## src/rtl/pwr_policy_fsm.sv

```systemverilog
`timescale 1ns/1ps
module pwr_policy_fsm #(
  parameter int LIM_STEPS   = 2,
  parameter int RETRY_MAX   = 3,
  parameter int BACKOFF0_MS = 20,
  parameter int BACKOFF1_MS = 80,
  parameter int BACKOFF2_MS = 200,
  parameter int COOL_MS     = 200,
  parameter int RECOVER_MS  = 500,
  localparam int LW = (LIM_STEPS < 1) ? 1 : $clog2(LIM_STEPS + 1),
  localparam int RW = $clog2(RETRY_MAX + 1),
  localparam int M1 = (BACKOFF0_MS > BACKOFF1_MS) ? BACKOFF0_MS : BACKOFF1_MS,
  localparam int M2 = (M1 > BACKOFF2_MS) ? M1 : BACKOFF2_MS,
  localparam int M3 = (M2 > COOL_MS) ? M2 : COOL_MS,
  localparam int TMAX = (M3 > RECOVER_MS) ? M3 : RECOVER_MS,
  localparam int TW = $clog2(TMAX + 1)
) (
  input  logic          clk,
  input  logic          rst_n,
  input  logic          admit,
  input  logic          fault,
  input  logic          over_temp,
  input  logic          clr_cmd,
  input  logic          ms_tick,
  output logic          pwr_en,
  output logic [LW-1:0] lim_lvl,
  output logic [1:0]    pol_state,
  output logic [RW-1:0] retry_idx,
  output logic          log_vld,
  output logic [2:0]    log_src,
  output logic [1:0]    log_dec
);

  localparam logic [1:0] ST_ALLOW = 2'd0;
  localparam logic [1:0] ST_LIMIT = 2'd1;
  localparam logic [1:0] ST_DENY  = 2'd2;

  localparam logic [2:0] SRC_NONE  = 3'd0;
  localparam logic [2:0] SRC_PG    = 3'd1;
  localparam logic [2:0] SRC_FAULT = 3'd2;
  localparam logic [2:0] SRC_THERM = 3'd3;
  localparam logic [2:0] SRC_TIMER = 3'd4;
  localparam logic [2:0] SRC_CMD   = 3'd5;

  logic [1:0]    st, st_n;
  logic [LW-1:0] lvl, lvl_n;
  logic [RW-1:0] rtr, rtr_n;
  logic          lat, lat_n;
  logic [TW-1:0] bo, bo_n, cd, cd_n, rq, rq_n;
  logic          admit_q;
  logic          lg_n;
  logic [2:0]    src_n, deny_src;
  logic          deny_req;

  logic       pg_drop, flt_ev;
  logic [2:0] flt_src;
  assign pg_drop = admit_q & ~admit;
  assign flt_ev  = fault | pg_drop;
  assign flt_src = fault ? SRC_FAULT : SRC_PG;

  function automatic logic [TW-1:0] backoff_of(input logic [RW-1:0] idx);
    if (idx == '0) return TW'(BACKOFF0_MS);
    if (idx == RW'(1)) return TW'(BACKOFF1_MS);
    return TW'(BACKOFF2_MS);
  endfunction

  always_comb begin
    st_n     = st;
    lvl_n    = lvl;
    rtr_n    = rtr;
    lat_n    = lat;
    rq_n     = rq;
    bo_n     = (ms_tick && bo != '0) ? bo - TW'(1) : bo;
    cd_n     = (ms_tick && cd != '0) ? cd - TW'(1) : cd;
    lg_n     = 1'b0;
    src_n    = SRC_NONE;
    deny_req = 1'b0;
    deny_src = SRC_NONE;

    case (st)
      ST_ALLOW, ST_LIMIT: begin
        if (over_temp) begin
          deny_req = 1'b1;
          deny_src = SRC_THERM;
        end else if (flt_ev) begin
          rq_n = '0;
          if (st == ST_ALLOW) begin
            st_n  = ST_LIMIT;
            lvl_n = LW'(1);
            lg_n  = 1'b1;
            src_n = flt_src;
          end else if (lvl < LW'(LIM_STEPS)) begin
            lvl_n = lvl + LW'(1);
            lg_n  = 1'b1;
            src_n = flt_src;
          end else begin
            deny_req = 1'b1;
            deny_src = flt_src;
          end
        end else if (st == ST_LIMIT && ms_tick) begin
          if (rq == TW'(RECOVER_MS - 1)) begin
            rq_n  = '0;
            lvl_n = lvl - LW'(1);
            lg_n  = 1'b1;
            src_n = SRC_TIMER;
            if (lvl == LW'(1)) st_n = ST_ALLOW;
          end else begin
            rq_n = rq + TW'(1);
          end
        end
      end
      default: begin
        if (clr_cmd && cd == '0) begin
          lat_n = 1'b0;
          rtr_n = '0;
          bo_n  = '0;
          lg_n  = 1'b1;
          src_n = SRC_CMD;
        end else if (!lat && bo == '0 && admit && !over_temp) begin
          st_n  = ST_ALLOW;
          lvl_n = '0;
          rq_n  = '0;
          lg_n  = 1'b1;
          src_n = SRC_PG;
        end
      end
    endcase

    if (deny_req) begin
      st_n  = ST_DENY;
      cd_n  = TW'(COOL_MS);
      rq_n  = '0;
      lg_n  = 1'b1;
      src_n = deny_src;
      if (rtr < RW'(RETRY_MAX)) begin
        bo_n  = backoff_of(rtr);
        rtr_n = rtr + RW'(1);
      end else begin
        lat_n = 1'b1;
        bo_n  = '0;
      end
    end
  end

  always_ff @(posedge clk) begin
    if (!rst_n) begin
      st      <= ST_DENY;
      lvl     <= '0;
      rtr     <= '0;
      lat     <= 1'b0;
      bo      <= '0;
      cd      <= '0;
      rq      <= '0;
      admit_q <= 1'b0;
      log_vld <= 1'b0;
      log_src <= SRC_NONE;
      log_dec <= ST_DENY;
    end else begin
      st      <= st_n;
      lvl     <= lvl_n;
      rtr     <= rtr_n;
      lat     <= lat_n;
      bo      <= bo_n;
      cd      <= cd_n;
      rq      <= rq_n;
      admit_q <= admit;
      log_vld <= lg_n;
      log_src <= src_n;
      log_dec <= st_n;
    end
  end

  assign pwr_en    = (st != ST_DENY);
  assign pol_state = st;
  assign lim_lvl   = lvl;
  assign retry_idx = rtr;

endmodule

```

## config.mk

```make
export PLATFORM = sky130hd
export DESIGN_NAME = pwr_policy_fsm
export DESIGN_NICKNAME = d
export VERILOG_FILES = /design/src/rtl/pwr_policy_fsm.sv
export SDC_FILE = /design/constraint.sdc
export NUM_CORES = 1
export LEC_CHECK = 0
export BUFFER_PORTS_ARGS = -buffer_cell sky130_fd_sc_hd__buf_4
export CAP_MARGIN = 20
export CORE_MARGIN = 5
export CORE_UTILIZATION = 31
export DETAILED_ROUTE_END_ITERATION = 10
export GPL_TIMING_DRIVEN = 0
export SETUP_SLACK_MARGIN = 0.1
export SYNTH_ARGS = -nofsm -noshare
export SYNTH_HDL_FRONTEND = slang
export SYNTH_SLANG_ARGS = --single-unit
```

## constraint.sdc

```tcl
create_clock -name clk -period 2.15 [get_ports clk]
set_input_delay 0.5375 -clock clk [delete_from_list [all_inputs] [get_ports clk]]
set_output_delay 0.5375 -clock clk [all_outputs]
set_load 0.01 [all_outputs]
```

# == Word level (Yosys, flattened, before mapping) ==
# Index checks and enable logic that the tools add are counted.
# totals
regBits,39
out_inout_bits,13
latchBits,0
rom_bits,0
inputBits,7
ramBits,0
wordCells,137
n_memories,0
# op_classes
order_cmp,2
n_div,0
n_bitwise,4
n_addsub,6
muxes,80
n_eq_ne,12
n_shift,0
n_mul,0
reduce_logical,22
# ops
op,count
9-bit two-way mux,16
2-bit two-way mux,28
1-bit two-way mux,27
3-bit two-way mux,7
9-bit logical NOT,2
9-bit nonzero test,2
"9-bit by 1-bit subtractor with 9-bit output, second input constant",2
8-bit two-way mux,2
"3-bit inequality test, second input constant",4
"9-bit by 1-bit adder with 9-bit output, second input constant",1
"9-bit equality test, second input constant",1
1-bit logical AND,7
7-bit AND reduction,1
"2-bit by 1-bit equality test with 1-bit output, second input constant",3
6-bit AND reduction,1
"2-bit by 1-bit adder with 2-bit output, second input constant",2
2-bit logical NOT,2
"2-bit < comparator, second input constant",2
"2-bit inequality test, second input constant",2
"4-bit inequality test, second input constant",1
4-bit AND reduction,1
2-bit nonzero test,2
2-bit OR reduction,2
1-bit logical NOT,2
other kinds (5),6

# == Depth between registers and ports, before layout ==
# Gate-level depths: netlist of the first run.
# logic_depth
depth_word,14
depth_mapped,8
ltp_nobuf,7

# == Worst setup path after synthesis of the first run ==
# Ideal clock, no wire load.
# synth_timing
kind,register to register
startpoint,reg bo[0]
endpoint,reg lvl[0] (netlist: lim_lvl[0])
required_time_ns,2.034
synth_period_minus_slack_ns,2.153
setup_slack_ns,-0.003
path_buffers,0
t_arrival_ns,2.037
path_stages_with_launch,8
cell_sequence,dfxtp_1 > inv_1 > ha_1 > or4b_1 > o31ai_4 > o2111ai_2 > a221o_1 > o211a_1
# synth_via
elab_chain_len,6
# synth_lines
item,line_no,rtl
start: declaration,49,"logic [TW-1:0] bo, bo_n, cd, cd_n, rq, rq_n;"
start signal: assignment,163,bo <= bo_n;
9-bit logical NOT,119,end else if (!lat && bo == '0 && admit && !over_temp) begin
1-bit logical AND (3 in a row),119,
2-bit nonzero test (no line),n/a,
6-bit AND reduction (no line),n/a,
end signal: assignment,160,lvl <= lvl_n;
end: declaration,46,"logic [LW-1:0] lvl, lvl_n;"
# Every way passes these cells.
# A chain may end at the register's enable or synchronous reset.

# == Worst setup path in the final report of the first run ==
# layout_timing
startpoint,reg cd[3]
endpoint,reg rq[5]
# layout_via
elab_chain_len,4
# layout_lines
item,line_no,rtl
start: declaration,49,
start signal: assignment,164,cd <= cd_n;
9-bit logical NOT,113,if (clr_cmd && cd == '0) begin
1-bit logical AND,113,
2-bit by 1-bit inequality test with 1-bit output (no line),n/a,
4-bit AND reduction (no line),n/a,
end signal: assignment,165,rq <= rq_n;
end: declaration,49,
# Every way passes these cells.

==> results of run 1 <==
-- what timing repair did --
item                       in CTS  in global routing
gates resized for setup        39                 17
setup buffers                  18                  5
gates cloned                    0                  1
pin swaps                      20                 10
hold buffers                    0                  0
setup endpoints to repair      30                 31
-- flip-flops by register name, indices dropped and copies added (netlist names) --
name       cells
bo             9
cd             9
rq             9
log_src        3
lim_lvl        2
pol_state      2
retry_idx      2
admit_q        1
lat            1
log_vld        1
-- area by class of cell --
cell class                 instances  area, um^2
inverter                          12        45.0
multi-input combinational        186        1330
sequential                        39         793
timing repair buffer              42         328
clock inverter                     2        38.8
clock buffer                       6        82.6
buffer                             9        72.6
tap                               77        96.3
fill                             624        3600
-- worst max-delay path, stage by stage, from the launching register on --
cell and delay (ns):
dfxtp_2 0.34, or4_4 0.54, buf_6 0.14, or3_4 0.38, buf_6 0.14, o2111ai_4 0.12
buf_12 0.15, nand3_4 0.13, nor2_1 0.15
-- power by group through the flow --
| stage | clock network, mW | registers, mW | logic, mW |
|---|---|---|---|
| 2_1_floorplan | 0 | 1.08 | 1.17 |
| 3_3_place_gp | 0 | 1.10 | 1.50 |
| 3_5_place_dp | 0 | 1.10 | 1.51 |
| 4_1_cts | 0.678 | 1.08 | 2.10 |
| 5_1_grt | 0.714 | 1.11 | 2.54 |
| 6_report | 0.654 | 1.09 | 2.30 |
-- worst max path at each step --
stage | slack, ns | end | depth (start not counted) | start
after floorplan | 0.11 | lim_lvl[0]$_SDFFE_PN0P_ | 7 | bo[0]$_SDFF_PP0_
after global placement | -0.28 | log_src[2]$_SDFF_PP0_ | 8 | admit
after detailed placement | -0.29 | log_src[2]$_SDFF_PP0_ | 8 | admit
after CTS | -0.01 | lim_lvl[0]$_SDFFE_PN0P_ | 7 | bo[1]$_SDFF_PP0_
after global routing | -0.07 | rq[5]$_SDFFE_PP0P_ | 9 | cd[0]$_SDFFE_PP0P_
final | 0.01 | rq[5]$_SDFFE_PP0P_ | 8 | cd[3]$_SDFFE_PN0P_
-- layout by cell type, fill, tap and decap left out, drive strengths merged, types with 3 or more instances in the layout --
cell and n:
clkbuf 10, a21oi 12, nor4 7, o211ai 3, nand4 6, buf 47, o21ai 10, xor2 7
nor2b 3, xnor2 15, o21a 3, a31oi 3, nand2 18, ha 9, nand2b 4, and2 3
dfxtp 39, inv 13, nor3 9, nor2 34, nand3 10, or3 5
-- cell families (layout without fill, tap and decap cells) --
| group | after synthesis | after routing | synth area share |
|---|---|---|---|
| and+or+nand+nor | 109 | 110 | 0.275 |
| AOI/OAI and AO/OA | 45 | 45 | 0.152 |
| DFF | 39 | 39 | 0.380 |
| xor gates and xnor gates | 22 | 22 | 0.0938 |
| buffers and inverters | 21 | 71 | 0.0439 |
| adders and majority gates | 9 | 9 | 0.0548 |
-- through the flow --
| stage | TNS, ns | setup slack, ns | utilization |
|---|---|---|---|
| after floorplan | 0 | 0.110 | - |
| after global placement | -4.20 | -0.281 | 0.361 |
| after detailed placement | -4.40 | -0.285 | 0.361 |
| after CTS | -0.0131 | -0.0131 | 0.422 |
| after global routing | -0.446 | -0.0653 | 0.437 |
| final | 0 | 0.0148 | 0.437 |
-- layer usage --
layer  vias to the layer above  wire length [um]  track usage
li1                        967                 -            -
met1                       915              2380        0.164
met2                        42              2530        0.213
met3                         7               176       0.0273
met4                         0                85       0.0513
met5                         -                 0            0
==> out/summary.txt, run 1 <==
Cell Rows: 29
RR Startpoint: cd[3]$_SDFFE_PN0P_
Clock skew: 0.00557 ns
Worst path arrival time: 2.37 ns
Initial antenna violation count: 0
Initial Util: 0.322
Core area: 6390 um^2
Internal power: 2.50 mW
Setup crit start kind: flop
Min Tclk post-route: 2.14 ns
Hold Path Stages: 2
Global route overflow: 0
Synth top area cells: dfxtp_1, xnor2_1, nor2_1
Final wirelength: 5170 um
FFs w/ async S/R, synth: 0
Main flop type after synthesis: dfxtp_1
Hold path endpoint: bo[8]$_SDFF_PP0_
Remaining DRCs: 0
Largest net degree at the start of global routing: 14
Die area: 8350 um^2
Post-DR vias/cell: 5.18
Die width: 91.4 um
WL per Instance: 13.9 um
Max-Cap Viols: 0
CTS clock-pin slew for the worst setup and hold paths: 0.08 ns
Worst EP required: 2.38 ns
Hpwl dp: 3360 um
Vias in the first global route: 1,920
Pwr dens: 1450 nW/um^2
Unrepaired setup endpoints after global routing: true
Cells after Synth: 245
ANT cells: 0
I/O Buffers: 19
Area Growth Syn to Fin: 35.8%
Hold crit path type: reg2reg
Synthesized Nets: 261
Register area share after synthesis: 0.380
DRT Pass-1 Iters: 4
Psw: 1.54 mW
Syn Area/Cell: 8.38 um^2
TritonCTS Buffers: 5
Max Fanout on Critical Path: 7
Status: finished clean
Die height: 91.4 um
Crit end category: flop
Post-route ant nets: 0
Tcrit/Tclk final: 0.993
CTS tree: built
Placed cell areas: 2300 um^2
Num ports: 20
Synth Register Bits: 39
Reg2reg path depth: 8
Share of cells above drive strength 1: 0.334
GRT Total Usage: 0.130
FF-to-FF End: rq[5]$_SDFFE_PP0P_
Number of flops mapped to enable cells by yosys: 0
HP Start: bo[8]$_SDFF_PP0_
Clock buffer depth: 2
Rel. slew slack: 0.470
Ys Warns: 0
Most frequent cell after synthesis: dfxtp_1
Worst-margin pin slew: 0.783 ns
Final Cell Area: 2790 um^2
Root Driver: clkbuf_8
Placer congestion estimate: 0.776
Leak: 1.08 nW
Worst VDD drop: 829 uV
Initial DRC count: 89
Sw Ratio: 0.380
Area leader, netlist: dfxtp_1
Most common library cells after synthesis: dfxtp_1, nor2_1, nand2_1
Overall power: 4.04 mW
Post-synth top area share: 0.380
Clock sinks: 39
CP Class: reg2reg
Fin cells: 373
Nets: 311
Reg2reg setup slack: 0.01 ns
Mapped Area: 2050 um^2
Final setup viols: 0
Yosys cell types: 44
Max Fclk: 0.468 GHz
Htree depth: 2
Via count: 1,931
Clock Latency Late Sink: 0.29 ns
Hold slack: 0.462 ns
Gate power share: 0.569
Global-route wire length before repair: 9030 um
Slew Viols, Final: 0
Part of the power in registers: 0.269
Clock power share: 0.162
Final hold violations: 0
DP Cell Count: 341
Power figures use the tool's default switching activity.
==> inputs of run 2 (changes only) <==
--- a/config.mk
+++ b/config.mk
@@ -7,6 +7,7 @@
 export LEC_CHECK = 0
 export BUFFER_PORTS_ARGS = -buffer_cell sky130_fd_sc_hd__buf_4
 export CAP_MARGIN = 20
+export CORE_ASPECT_RATIO = 0.7
 export CORE_MARGIN = 5
 export CORE_UTILIZATION = 31
 export DETAILED_ROUTE_END_ITERATION = 10
==> out/summary.txt, run 2 (synthesis results as in run 1) <==
GRT Total Usage: 0.135
Setup TNS: -0.0182 ns
Worst VDD drop: 639 uV
Register area: 793 um^2
Post-DR vias/cell: 4.99
Die width: 107 um
Max-Cap Viols: 0
RR Startpoint: bo[1]$_SDFF_PP0_
Hold slack: 0.462 ns
Clock power share: 0.156
Fillcell total: 640
DRT Pass-1 Iters: 4
Largest regs: bo x9, cd x9, rq x9
ANT cells: 0
CP Class: reg2reg
Post-route ant nets: 0
Hold crit path type: reg2reg
Final worst setup slack: -0.0106 ns
Pwr dens: 1460 nW/um^2
CTS tree: built
Min Tclk post-route: 2.16 ns
Leak: 1.08 nW
Clock Latency Late Sink: 0.30 ns
Root Driver: clkbuf_8
Placed cell areas: 2320 um^2
TritonCTS Buffers: 5
Commonest non-fill, non-tap cell in the layout: buf_4
Global-route wire length before repair: 9050 um
Post-route core utilization: 0.452
Setup crit start kind: flop
Unrepaired setup endpoints after global routing: true
Reg2reg path depth: 7
Num ports: 20
Status: finished, violations left
I/O Buffers: 19
Reg2reg setup slack: -0.01 ns
Hpwl dp: 3590 um
HP Start: bo[8]$_SDFF_PP0_
Rel. slew slack: 0.411
Die area: 8380 um^2
Core area: 6340 um^2
Die height: 78.1 um
Crit end category: flop
Worst path arrival time: 2.36 ns
Critical path endpoint: lim_lvl[0]$_SDFFE_PN0P_
Sw Ratio: 0.393
Tcrit/Tclk final: 1.00
Worst Setup SP: bo[1]$_SDFF_PP0_
Placer congestion estimate: 0.803
Area Growth Syn to Fin: 39.6%
Max Fclk: 0.463 GHz
Max Fanout on Critical Path: 3
Clock sinks: 39
Final Cell Area: 2870 um^2
Remaining DRCs: 0
Commonest non-fill, non-tap cells in the layout: buf_4, dfxtp_1, nor2_1
Initial DRC count: 96
Part of the power in registers: 0.265
Cell Rows: 24
Psw: 1.64 mW
Failing checks: setup timing
Final setup viols: 2
Share of cells above drive strength 1: 0.356
Nets: 313
Htree depth: 2
Clock skew: 0.0116 ns
Largest net degree at the start of global routing: 13
Multi-input logic area: 1360 um^2
WL per Instance: 14.4 um
Vias in the first global route: 1,848
Worst EP required: 2.35 ns
CTS clock-pin slew for the worst setup and hold paths: 0.08 ns
Slew Viols, Final: 0
Gate power share: 0.579
Global route overflow: 0
Initial antenna violation count: 0
Clock buffer depth: 2
Final hold violations: 0
FF-to-FF End: lim_lvl[0]$_SDFFE_PN0P_
Internal power: 2.54 mW
Worst-margin pin slew: 0.870 ns
Initial Util: 0.324
Via count: 1,940
Overall power: 4.18 mW
Final wirelength: 5600 um
run 2: cell count changes in the layout (fill, tap and decap cells not counted), sizes merged:
cell,delta
buf,+4
clkbuf,-1
clkinv,+1
inv,-1
nand3,-1
run 2: worst max-delay path, cell delays in order (launching register included):
cell	delay (ns)
dfxtp_4	0.37
inv_4	0.05
ha_4	0.12
or4b_4	0.49
o31ai_4	0.34
o2111ai_4	0.21
a221o_1	0.35
o211a_1	0.12
run 2: what timing repair did:
action                     CTS  global route
gates resized for setup     40            23
hold buffers                 0             0
setup buffers               17             9
pin swaps                   21            11
setup endpoints to repair   30            30
gates cloned                 0             0
run 2: layout make-up:
class,instances,area share
multi-input combinational,185,0.475
clock inverter,2,0.0122
sequential,39,0.277
clock buffer,6,0.0288
timing repair buffer,45,0.128
tap,91,0.0397
buffer,9,0.0231
inverter,12,0.0166
run 2: power groups by stage:
| stage | clock network [mW] | registers (mW) | logic, mW |
|---|---|---|---|
| 6_report | 0.650 | 1.11 | 2.42 |
| 5_1_grt | 0.697 | 1.14 | 2.63 |
| 4_1_cts | 0.661 | 1.09 | 2.11 |
| 3_5_place_dp | 0 | 1.11 | 1.53 |
| 3_3_place_gp | 0 | 1.11 | 1.51 |
| 2_1_floorplan | 0 | 1.08 | 1.17 |
run 2: per-stage QoR:
step / cells / setup WS (ns)
2_1_floorplan: 245 / 0.110
4_1_cts: 380 / -0.0376
6_report: 389 / -0.0106
3_5_place_dp: 355 / -0.351
3_3_place_gp: 355 / -0.346
5_1_grt: 389 / -0.0887
run 2: metal layers:
layer	track usage	vias to the layer above	wire length, um
li1	-	972	-
met2	0.198	34	2550
met1	0.188	926	2770
met4	0.0511	0	72
met5	0	-	0
met3	0.0385	8	201
run 2: worst min path at each step:
stage,end,cells past startpoint
after detailed placement,bo[8]$_SDFF_PP0_,2
final,bo[8]$_SDFF_PP0_,2
after global routing,bo[8]$_SDFF_PP0_,2
after floorplan,bo[8]$_SDFF_PP0_,2
after CTS,bo[8]$_SDFF_PP0_,2
after global placement,bo[8]$_SDFF_PP0_,2
==> inputs of run 3 (changes only) <==
--- a/config.mk
+++ b/config.mk
@@ -5,7 +5,7 @@
 export SDC_FILE = /design/constraint.sdc
 export NUM_CORES = 1
 export LEC_CHECK = 0
-export BUFFER_PORTS_ARGS = -buffer_cell sky130_fd_sc_hd__buf_4
+export BUFFER_PORTS_ARGS = -buffer_cell sky130_fd_sc_hd__buf_2
 export CAP_MARGIN = 20
 export CORE_ASPECT_RATIO = 0.7
 export CORE_MARGIN = 5
==> out/summary.txt, run 3 (synthesis results as in run 1) <==
CTS clock-pin slew for the worst setup and hold paths: 0.08 ns
Pwr dens: 1440 nW/um^2
WL per Instance: 13.6 um
Final worst setup slack: -0.00416 ns
Crit end category: flop
ANT cells: 0
CTS tree: built
Status: finished, violations left
TritonCTS Buffers: 5
Global-route wire length before repair: 8670 um
Max Fclk: 0.464 GHz
Min Tclk post-route: 2.15 ns
Reg2reg setup slack: -0.004 ns
Fillcell total: 628
Clock sinks: 39
Unrepaired setup endpoints after global routing: true
Worst-path cell chain: or4_4 > buf_6 > o31ai_4 > o2111ai_4 > a221o_1 > o211a_1
Reg2reg path depth: 6
DRT Pass-1 Iters: 5
Fin cells: 381
Htree depth: 2
Hpwl dp: 3630 um
Hold crit path type: reg2reg
Tcrit/Tclk final: 1.00
CP Class: reg2reg
Die area: 8380 um^2
Final setup viols: 1
Critical path's slowest cell: or4_4
Setup TNS: -0.00416 ns
Remaining DRCs: 0
Initial DRC count: 91
Worst path arrival time: 2.34 ns
Die height: 78.1 um
Largest net degree at the start of global routing: 13
Share of cells above drive strength 1: 0.338
Cell Rows: 24
Post-route ant nets: 0
Critical path depth: 6
Clock Latency Late Sink: 0.30 ns
Max Fanout on Critical Path: 4
DP Cell Count: 355
Leak: 1.03 nW
GRT Total Usage: 0.128
Commonest non-fill, non-tap cells in the layout: nor2_1, dfxtp_1, buf_4, buf_2, nand2_1
Placer congestion estimate: 0.817
Post-DR vias/cell: 4.97
Top Family by Delay on Critical Path: compound AO/OA/AOI/OAI gates
Nets: 305
Vias in the first global route: 1,792
Worst-margin pin slew: 0.968 ns
Placed cell areas: 2270 um^2
Final hold violations: 0
Worst EP required: 2.34 ns
Final wirelength: 5180 um
Max-Cap Viols: 0
Worst VDD drop: 593 uV
# hold bufs at CTS: 0
Hold Path Stages: 2
Slew Viols, Final: 0
Global route overflow: 0
Largest regs: bo x9, cd x9, rq x9
Via count: 1,892
Rel. slew slack: 0.347
Die width: 107 um
Slowest Stage Delay on Critical Path: 0.52 ns
CP Buf/Inv Count: 1
Post-route core utilization: 0.429
Setup crit start kind: flop
Area Growth Syn to Fin: 32.4%
Final Cell Area: 2720 um^2
Num ports: 20
Clock buffer depth: 2
Initial antenna violation count: 0
Initial Util: 0.324
I/O Buffers: 19
Failing checks: setup timing
Root Driver: clkbuf_8
Clock skew: 0.00969 ns
Core area: 6340 um^2
==> run 3: changes by cell type in the layout (fill, tap and decap cells not counted), sizes merged <==
cell and delta:
buf -9, clkbuf +1
==> run 3: layout make-up <==
| type | count | area (um^2) | share of cell area |
|---|---|---|---|
| clock inverter | 2 | 35.0 | 0.0129 |
| inverter | 12 | 47.5 | 0.0175 |
| timing repair buffer | 37 | 238 | 0.0874 |
| clock buffer | 6 | 82.6 | 0.0304 |
| multi-input combinational | 185 | 1330 | 0.491 |
| buffer | 9 | 72.6 | 0.0267 |
| sequential | 39 | 796 | 0.293 |
| tap | 91 | 114 | 0.0419 |
==> run 3: layer usage <==
metal  up-vias  routed length (um)  track usage
met5         -                   0            0
met4         0                  73       0.0421
met3         7                 240       0.0320
met2        35                2130        0.179
met1       888                2730        0.191
li1        962                   -            -
==> run 3: power by group <==
group | leakage [nW] | switching, mW | internal, mW | total (mW)
clock network | 0.0612 | 0.264 | 0.376 | 0.639
logic | 0.648 | 1.10 | 1.08 | 2.17
registers | 0.321 | 0.168 | 0.937 | 1.11
total | 1.03 | 1.53 | 2.39 | 3.92
==> run 3: worst register-to-register path, stage by stage, from the launching register on <==
cell       delay, ns
dfxtp_2         0.33
or4_4           0.52
buf_6           0.14
o31ai_4         0.33
o2111ai_4       0.23
a221o_1         0.36
o211a_1         0.12
==> run 3: worst paths after layout <==
path	to	startpoint
max reg2reg	lim_lvl[0]$_SDFFE_PN0P_	bo[5]$_SDFF_PP0_
max	lim_lvl[0]$_SDFFE_PN0P_	bo[5]$_SDFF_PP0_
min reg2reg	bo[8]$_SDFF_PP0_	bo[8]$_SDFF_PP0_
min	bo[8]$_SDFF_PP0_	bo[8]$_SDFF_PP0_
==> run 3: what timing repair did <==
item | 4_1_cts | 5_1_grt
hold endpoints to repair | 0 | 0
resized for setup | 35 | 27
buffers inserted | 13 | 5
pin swaps | 10 | 13
endpoints found under the setup margin | 30 | 24
==> run 3: metrics by stage <==
stage               hold WS [ns]  setup WS [ns]  total power [mW]
finish                     0.464       -0.00416              3.92
global route               0.467        -0.0805              4.20
CTS                        0.462       -0.00992              3.72
detailed placement         0.449         -0.319              2.60
global placement           0.441         -0.349              2.58
floorplan                  0.423          0.110              2.26
